==> src/rtl/spi_rb_pkg.sv <==
package spi_rb_pkg;
    localparam int SPI_AW = 7;
    localparam int SPI_DW = 8;
    localparam int SPI_BW = $clog2(SPI_DW);

    typedef struct packed {
        logic              in_hdr;
        logic              is_rd;
        logic [SPI_BW-1:0] bit_cnt;
        logic [SPI_AW-1:0] addr;
        logic [SPI_DW-2:0] rx_sh;
        logic [SPI_DW-1:0] tx_sh;
        logic              miso;
        logic              pop_pend;
        logic [1:0]        rd_wait;
        logic              wr_en;
        logic [SPI_AW-1:0] wr_addr;
        logic [SPI_DW-1:0] wr_data;
        logic              rd_en;
        logic [SPI_AW-1:0] rd_addr;
        logic              pop;
    } spi_rb_state_t;
endpackage

==> src/rtl/spi_rb_sync.sv <==
module spi_rb_sync #(
    parameter int          W       = 3,
    parameter int          STAGES  = 2,
    parameter logic [W-1:0] RST_VAL = '0
) (
    input  logic         clk,
    input  logic         rst_n,
    input  logic [W-1:0] din,
    output logic [W-1:0] dout
);
    logic [W-1:0] stg_q [STAGES];

    always_ff @(posedge clk or negedge rst_n) begin
        if (!rst_n) stg_q[0] <= RST_VAL;
        else        stg_q[0] <= din;
    end

    for (genvar s = 1; s < STAGES; s++) begin : g_stage
        always_ff @(posedge clk or negedge rst_n) begin
            if (!rst_n) stg_q[s] <= RST_VAL;
            else        stg_q[s] <= stg_q[s-1];
        end
    end

    assign dout = stg_q[STAGES-1];
endmodule

==> src/rtl/spi_rb_edge.sv <==
module spi_rb_edge (
    input  logic clk,
    input  logic rst_n,
    input  logic lvl,
    output logic rise,
    output logic fall
);
    logic prev_q;

    always_ff @(posedge clk or negedge rst_n) begin
        if (!rst_n) prev_q <= 1'b0;
        else        prev_q <= lvl;
    end

    assign rise = lvl & ~prev_q;
    assign fall = ~lvl & prev_q;
endmodule

==> src/rtl/spi_regbank_slave.sv <==
module spi_regbank_slave
    import spi_rb_pkg::*;
#(
    parameter logic [SPI_AW-1:0] FIFO_ADDR   = 7'h7F,
    parameter int                SYNC_STAGES = 2
) (
    input  logic              clk,
    input  logic              rst_n,
    input  logic              spi_sclk,
    input  logic              spi_cs_n,
    input  logic              spi_mosi,
    output logic              spi_miso,
    output logic              spi_miso_oe,
    output logic              reg_wr_en,
    output logic [SPI_AW-1:0] reg_wr_addr,
    output logic [SPI_DW-1:0] reg_wr_data,
    output logic              reg_rd_en,
    output logic [SPI_AW-1:0] reg_rd_addr,
    input  logic [SPI_DW-1:0] reg_rd_data,
    output logic              fifo_pop
);
    localparam logic [SPI_BW-1:0] LAST_BIT = SPI_BW'(SPI_DW - 1);
    localparam logic [SPI_AW-1:0] ADDR_ONE = SPI_AW'(1);

    logic       sclk_s, cs_n_s, mosi_s;
    logic       sclk_rise, sclk_fall;
    logic       cs_act;
    spi_rb_state_t st_d, st_q;

    spi_rb_sync #(.W(3), .STAGES(SYNC_STAGES), .RST_VAL(3'b010)) u_sync (
        .clk  (clk),
        .rst_n(rst_n),
        .din  ({spi_sclk, spi_cs_n, spi_mosi}),
        .dout ({sclk_s, cs_n_s, mosi_s})
    );

    spi_rb_edge u_edge (
        .clk  (clk),
        .rst_n(rst_n),
        .lvl  (sclk_s),
        .rise (sclk_rise),
        .fall (sclk_fall)
    );

    assign cs_act = ~cs_n_s;

    always_comb begin
        logic [SPI_DW-1:0] byte_in;
        byte_in        = {st_q.rx_sh, mosi_s};
        st_d           = st_q;
        st_d.wr_en     = 1'b0;
        st_d.rd_en     = 1'b0;
        st_d.pop       = 1'b0;
        st_d.rd_wait   = {st_q.rd_wait[0], 1'b0};
        if (!cs_act) begin
            st_d.in_hdr   = 1'b1;
            st_d.is_rd    = 1'b0;
            st_d.bit_cnt  = '0;
            st_d.rx_sh    = '0;
            st_d.tx_sh    = '0;
            st_d.miso     = 1'b0;
            st_d.pop_pend = 1'b0;
            st_d.rd_wait  = '0;
        end else begin
            // returned read data lands in the output shifter
            if (st_q.rd_wait[1]) st_d.tx_sh = reg_rd_data;
            // FIFO re-read one cycle after the pop
            if (st_q.pop_pend) begin
                st_d.pop_pend   = 1'b0;
                st_d.rd_en      = 1'b1;
                st_d.rd_addr    = st_q.addr;
                st_d.rd_wait[0] = 1'b1;
            end
            if (sclk_fall && !st_q.in_hdr && st_q.is_rd) begin
                st_d.miso  = st_q.tx_sh[SPI_DW-1];
                st_d.tx_sh = {st_q.tx_sh[SPI_DW-2:0], 1'b0};
            end
            if (sclk_rise) begin
                st_d.bit_cnt = st_q.bit_cnt + SPI_BW'(1);
                st_d.rx_sh   = byte_in[SPI_DW-2:0];
                if (st_q.bit_cnt == LAST_BIT) begin
                    if (st_q.in_hdr) begin
                        st_d.in_hdr = 1'b0;
                        st_d.is_rd  = ~byte_in[SPI_DW-1];
                        st_d.addr   = byte_in[SPI_AW-1:0];
                        if (!byte_in[SPI_DW-1]) begin
                            st_d.rd_en      = 1'b1;
                            st_d.rd_addr    = byte_in[SPI_AW-1:0];
                            st_d.rd_wait[0] = 1'b1;
                        end
                    end else if (st_q.is_rd) begin
                        if (st_q.addr == FIFO_ADDR) begin
                            st_d.pop      = 1'b1;
                            st_d.pop_pend = 1'b1;
                        end else begin
                            st_d.addr       = st_q.addr + ADDR_ONE;
                            st_d.rd_en      = 1'b1;
                            st_d.rd_addr    = st_q.addr + ADDR_ONE;
                            st_d.rd_wait[0] = 1'b1;
                        end
                    end else begin
                        st_d.wr_en   = 1'b1;
                        st_d.wr_addr = st_q.addr;
                        st_d.wr_data = byte_in;
                        if (st_q.addr != FIFO_ADDR) st_d.addr = st_q.addr + ADDR_ONE;
                    end
                end
            end
        end
    end

    always_ff @(posedge clk or negedge rst_n) begin
        if (!rst_n) begin
            st_q        <= '0;
            st_q.in_hdr <= 1'b1;
        end else begin
            st_q <= st_d;
        end
    end

    assign spi_miso    = st_q.miso & cs_act;
    assign spi_miso_oe = cs_act;
    assign reg_wr_en   = st_q.wr_en;
    assign reg_wr_addr = st_q.wr_addr;
    assign reg_wr_data = st_q.wr_data;
    assign reg_rd_en   = st_q.rd_en;
    assign reg_rd_addr = st_q.rd_addr;
    assign fifo_pop    = st_q.pop;

    // no strobes once the select has been inactive
    p_quiet_idle_r1: assert property (@(posedge clk) disable iff (!rst_n)
        !$past(cs_act) |-> (!reg_wr_en && !reg_rd_en && !fifo_pop));

    // a read transfer never produces a write in the same cycle as a read
    p_strobe_excl_r5: assert property (@(posedge clk) disable iff (!rst_n)
        !(reg_wr_en && reg_rd_en));

    // serial output only moves after a falling clock edge
    p_miso_on_fall_r5: assert property (@(posedge clk) disable iff (!rst_n)
        (cs_act && $past(cs_act) && !$past(sclk_fall)) |-> $stable(spi_miso));

    // every pop is followed by a re-read of the FIFO address
    p_pop_reread_r7: assert property (@(posedge clk) disable iff (!rst_n)
        (fifo_pop && cs_act) |=> (reg_rd_en && reg_rd_addr == FIFO_ADDR));

    // writes never pop
    p_no_pop_on_write_r8: assert property (@(posedge clk) disable iff (!rst_n)
        reg_wr_en |-> !fifo_pop);
endmodule

==> config.mk <==
export PLATFORM = sky130hd
export DESIGN_NAME = spi_regbank_slave
export DESIGN_NICKNAME = d
export VERILOG_FILES = /design/src/rtl/spi_rb_pkg.sv /design/src/rtl/spi_rb_sync.sv /design/src/rtl/spi_rb_edge.sv /design/src/rtl/spi_regbank_slave.sv
export SDC_FILE = /design/constraint.sdc
export NUM_CORES = 1
export LEC_CHECK = 0
export ABC_AREA = 1
export BUFFER_PORTS_ARGS = -buffer_cell sky130_fd_sc_hd__clkbuf_2
export CORE_MARGIN = 1
export CORE_UTILIZATION = 51
export DETAILED_ROUTE_END_ITERATION = 12
export PLACE_DENSITY = 0.76
export REMOVE_ABC_BUFFERS = 1
export SLEW_MARGIN = 10
export SYNTH_ARGS = -nofsm -noshare
export SYNTH_HDL_FRONTEND = slang
export SYNTH_HIERARCHICAL = 1
export SYNTH_SLANG_ARGS = --single-unit
export TNS_END_PERCENT = 30
==> constraint.sdc <==
create_clock -name clk -period 1.79 [get_ports clk]
set_input_delay 0.537 -clock clk [delete_from_list [all_inputs] [get_ports clk]]
set_output_delay 0.537 -clock clk [all_outputs]
set_load 0.02 [all_outputs]
=== Word-level counts from Yosys, hierarchy flattened ===
Cells that the tools add are included.

* Add/sub/neg operators: 2
* Bitwise gates (word level): 9
* Reduce and logical (&&, ||, !) cells: 13
* Equal/unequal tests: 4
* Multiplexer cells: 35

{| class="wikitable"
|+ Operators with widths
! cell !! count
|-
| $mux 26 || 2
|-
| $mux 8 || 5
|-
| $mux 7 || 5
|-
| $mux 16 || 2
|-
| $mux 25 || 1
|-
| $mux 19 || 1
|-
| $mux 9 || 2
|-
| $mux 17 || 1
|-
| $mux 1 || 14
|-
| $reduce_and 5->1 || 2
|-
| $reduce_bool 2->1 || 4
|-
| $add 7x1->7 const B || 1
|-
| $eq 7x7->1 const B || 1
|-
| $ne 7x7->1 const B || 1
|-
| $not 1->1 || 6
|-
| $reduce_bool 3->1 || 2
|-
| $mux 5 || 1
|-
| $add 3x1->3 const B || 1
|-
| $and 1x1->1 || 3
|-
| $eq 3x3->1 const B || 1
|-
| $ne 3x3->1 const B || 1
|-
| $reduce_and 3->1 || 1
|-
| $logic_and 1x1->1 || 2
|-
| $mux 2 || 1
|-
| 2 further kinds || 2
|}

* Output and inout port bits: 27
* Bits in registers: 63
* Input bits: 13
* Word-level logic and storage cells: 81

=== Longest topological paths before layout ===
* Depth after elaboration: 7
* Gate-level depth with buffers: 12
* Mapped depth without buffers: 11

=== Modules after synthesis ===
Netlist, hierarchy kept.

{| class="wikitable"
|+ Modules (own cells, without submodules)
! module !! area each (um2) !! instances !! seq. area each (um2) !! cells an instance
|-
| spi_regbank_slave || 2937.8 || 1 || 1352.5 || 351
|-
| spi_rb_sync || 175.2 || 1 || 152.6 || 9
|-
| spi_rb_edge || 40.0 || 1 || 25.0 || 5
|}

=== Worst setup path before layout ===
Ideal clock, no wire load.

* Path type: reg-to-output
* Start: reg u_sync.stg_q (netlist bit u_sync/dout[1])
* End: out spi_miso
* Data arrival time: 1.050 ns
* Required time: 1.253 ns
* Cell stages (with the launch flop): 4
* Setup slack: 0.203 ns
* Path buffers: 2
* Path through: dfstp_2 -> buf_4 -> clkbuf_1 -> nor2_1

* Cells in the longest elaborated chain, start to end: 2

{| class="wikitable"
|+ Ends and longest elaborated chain
! item !! line !! RTL
|-
| from (decl) || spi_rb_sync.sv:11 || <nowiki>logic [W-1:0] stg_q [STAGES];</nowiki>
|-
| from (signal, indexed assignment) || spi_rb_sync.sv:21 || <nowiki>else stg_q[s] <= stg_q[s-1];</nowiki>
|-
| $not 1->1 (no source line) || - ||
|-
| $and 1x1->1 || spi_regbank_slave.sv:121 || <nowiki>assign spi_miso = st_q.miso & cs_act;</nowiki>
|-
| to (decl) || spi_regbank_slave.sv:12 || <nowiki>output logic spi_miso,</nowiki>
|}

Every way passes these cells.

=== Worst setup path in the final report ===
Same ends and word-level chain as after synthesis.

==> out/qor.yml <==
yosys:
  synthTopCellsByArea: "dfrtp_1 46%, nand2_1 13%, buf_4 6.0%, o21ai_2 4.4%, inv_1 4.2%"
  ys_seq_elements: 61
  ys_top_cells_by_count: "107 x nand2_1, 58 x dfrtp_1, 35 x inv_1"
  synth.most_common_cell: "nand2_1"
  async_flop_share: 1.00
  yosys_warnings: 6
  yosysUniqueCellTypes: 30
  synth_area_sq_mm: 0.00315
  synth_edf_count: 0
  syn_avg_cell_area_sq_um: 8.64
  yosysSeqAreaShare: 0.485
  synth_ff_type: "dfrtp_1"
  synth_top_area_share: 0.460
  yosysTopAreaCell: "dfrtp_1"
  syn-instance-count: 365
power_and_ir_drop:
  p_per_area_mw_per_mm2: 761
  leakage_nw: 1.70
  peakVddDrop_mv: 0.424
cts:
  clk-insertion-delay-late_ns: 0.33
  cts_made_buffers: 9
  cts-root-buf: "clkbuf_8"
  cts_hold_buffers: 0
  ctsResizeCount: 0
  cts_max_level: 3
  cts_setup_buffers: 0
  cts_tree: "done"
  cts.clk_slew.worst_paths_ns: 0.06
  clk_path_buf_depth: 2
  clock-sinks: 61
sta:
  setup_ws_ns: 0.0646
  setup_viol_count_final: 0
  hold_slack_ns: 0.203
  slew_headroom: 0.722
  hold_viol_final: 0
  drv_slew: 0
  grt_setup_unrepaired: "no"
  min_period_ns: 1.73
  fin_worst_skew_ns: 0.00334
  fmax_ghz: 0.580
  fin_setup_tns_ns: 0
  worstMarginPinSlew_ns: 0.416
  fin_crit_sh: 0.964
floorplanning:
  ios: 40
  num_rows: 28
  start_util: 0.529
  die_h_um: 80.6
  core_sq_mm: 0.00596
  die-area_sq_mm: 0.00650
  fp.dieW_um: 80.6
global_route:
  grt_use_met3: 0.0580
  grt_pass1_wl_mm: 10.3
  grt_max_degree: 37
  grtUsageTotal: 0.214
  grt_overflow: 0
  antenna_found_initial: 0
  grt_util_met2: 0.321
  grt-busiest-layer: "met2"
  grt_pass1_vias: 2160
  use_met1: 0.288
setup_path:
  crit_type: "reg -> out"
  r2r_cells: 8
  max_stage_delay_ns: 0.63
  cpMaxStageDelayCell: "dfstp_2"
  reg2reg_slack_ns: 0.23
  cp.arrival_ns: 1.19
  required_ns: 1.25
  reg2reg_from: "st_q[44]"
  cp_max_fo: 6
  rr_endpoint: "reg_rd_addr[5]"
  critPathCaptureType: "output pin"
  start_kind: "flop"
  crit_chain: "nor2_1 -> clkbuf_2"
placed_design:
  place_ws_ns: 0.255
  dpl.hpwl_mm: 4.32
  gp_congestion: 0.923
  port-buffer-count: 39
drt:
  drc: 0
  drtIter0Drc: 142
  drt-vias-per-instance: 5.02
  ant_nets: 0
  drt_first_pass_iters: 4
  routed-via-count: 2348
  routed_wl_mm: 6.00
  wl_per_cell_um: 12.8
cells_and_area:
  diodes: 0
  finalNetCount: 404
  area_growth_pct: 8.73
  drive_gt1_frac: 0.257
flow_run:
  maxCapViolations: 0
run_status:
  status: "finished, final reports clean"
hold_path:
  hp-class: "in -> async"
layout make-up:
| type | instances | area, sq um |
|---|---|---|
| Clock buffer | 15 | 166 |
| Clock inverter | 1 | 5.00 |
| Tap cell | 75 | 93.8 |
| Sequential cell | 61 | 1530 |
| Inverter | 42 | 168 |
| Multi-Input combinational cell | 228 | 1190 |
| Fill cell | 551 | 2530 |
| Timing Repair Buffer | 46 | 273 |
metrics by stage:
stage / util / total power [W] / std cells / instance area [sq um]
2_1_floorplan: - / 0.00149 / 331 / 2890
3_3_place_gp: 0.547 / 0.00156 / 452 / 3260
3_5_place_dp: 0.547 / 0.00157 / 452 / 3260
4_1_cts: 0.576 / 0.00263 / 468 / 3430
5_1_grt: 0.576 / 0.00273 / 468 / 3430
6_report: 0.576 / 0.00261 / 468 / 3430
metal layers:
layer,part of all wire,routed length [um]
met1,0.46,2780
met2,0.46,2740
met4,0.023,137
met5,0,0
met3,0.056,337
flip-flops by register name (all words and copies together) (netlist names):
name,cells
st_q,30
reg_wr_data,8
reg_rd_addr,7
reg_wr_addr,7
u_sync/dout,3
u_sync/stg_q,3
fifo_pop,1
reg_wr_en,1
u_edge/prev_q,1
layout by cell type (no fill, tap or decap), types with 2 or more instances in the layout:
master and instances:
nand2_1 107, dfrtp_1 58, clkbuf_2 39, inv_1 35, nand3_1 18, o21ai_0 17
o21ai_2 16, nor2_1 15, o21ai_1 14, o22ai_1 13, clkbuf_8 11, nand2_4 5
a21oi_1 5, buf_4 5, inv_2 4, nand2_2 4, clkbuf_1 4, ha_1 3
dfstp_2 3, nor2_2 2, nand3_4 2, nor2_4 2, buf_12 2
critical path: cells and delay by family (launching register included):
family / cells / cell delay (ns)
AND/OR/NAND/NOR: 1 / 0.07
flip-flops: 1 / 0.63
buffers and inverters: 1 / 0.15
report_power, final:
group          switching, W  internal [W]  leakage, nW
combinational     0.0000764     0.0000433        0.786
clock              0.000491      0.000578       0.0877
sequential        0.0000130       0.00141        0.823
cell families (layout without fill, tap and decap cells):
| family | count (synthesis) | after routing | share of synthesized area |
|---|---|---|---|
| flops | 61 | 61 | 0.485 |
| fa+ha+maj | 3 | 3 | 0.0119 |
| simple gates | 159 | 159 | 0.235 |
| compound gates | 66 | 66 | 0.131 |
| buf+inv | 76 | 104 | 0.137 |
how the worst max path moves through the flow:
stage / endpoint / start / slack, ns
after floorplan: reg_wr_addr[0] / st_q[51] / 0.20
after global placement: reg_rd_addr[5] / st_q[44] / 0.31
after detailed placement: reg_rd_addr[5] / u_sync/dout[2] / 0.26
after CTS: spi_miso / u_sync/dout[1] / 0.05
after global routing: spi_miso / u_sync/dout[1] / 0.02
final: spi_miso / u_sync/dout[1] / 0.06
No activity file was read; power rests on OpenSTA's default activity.
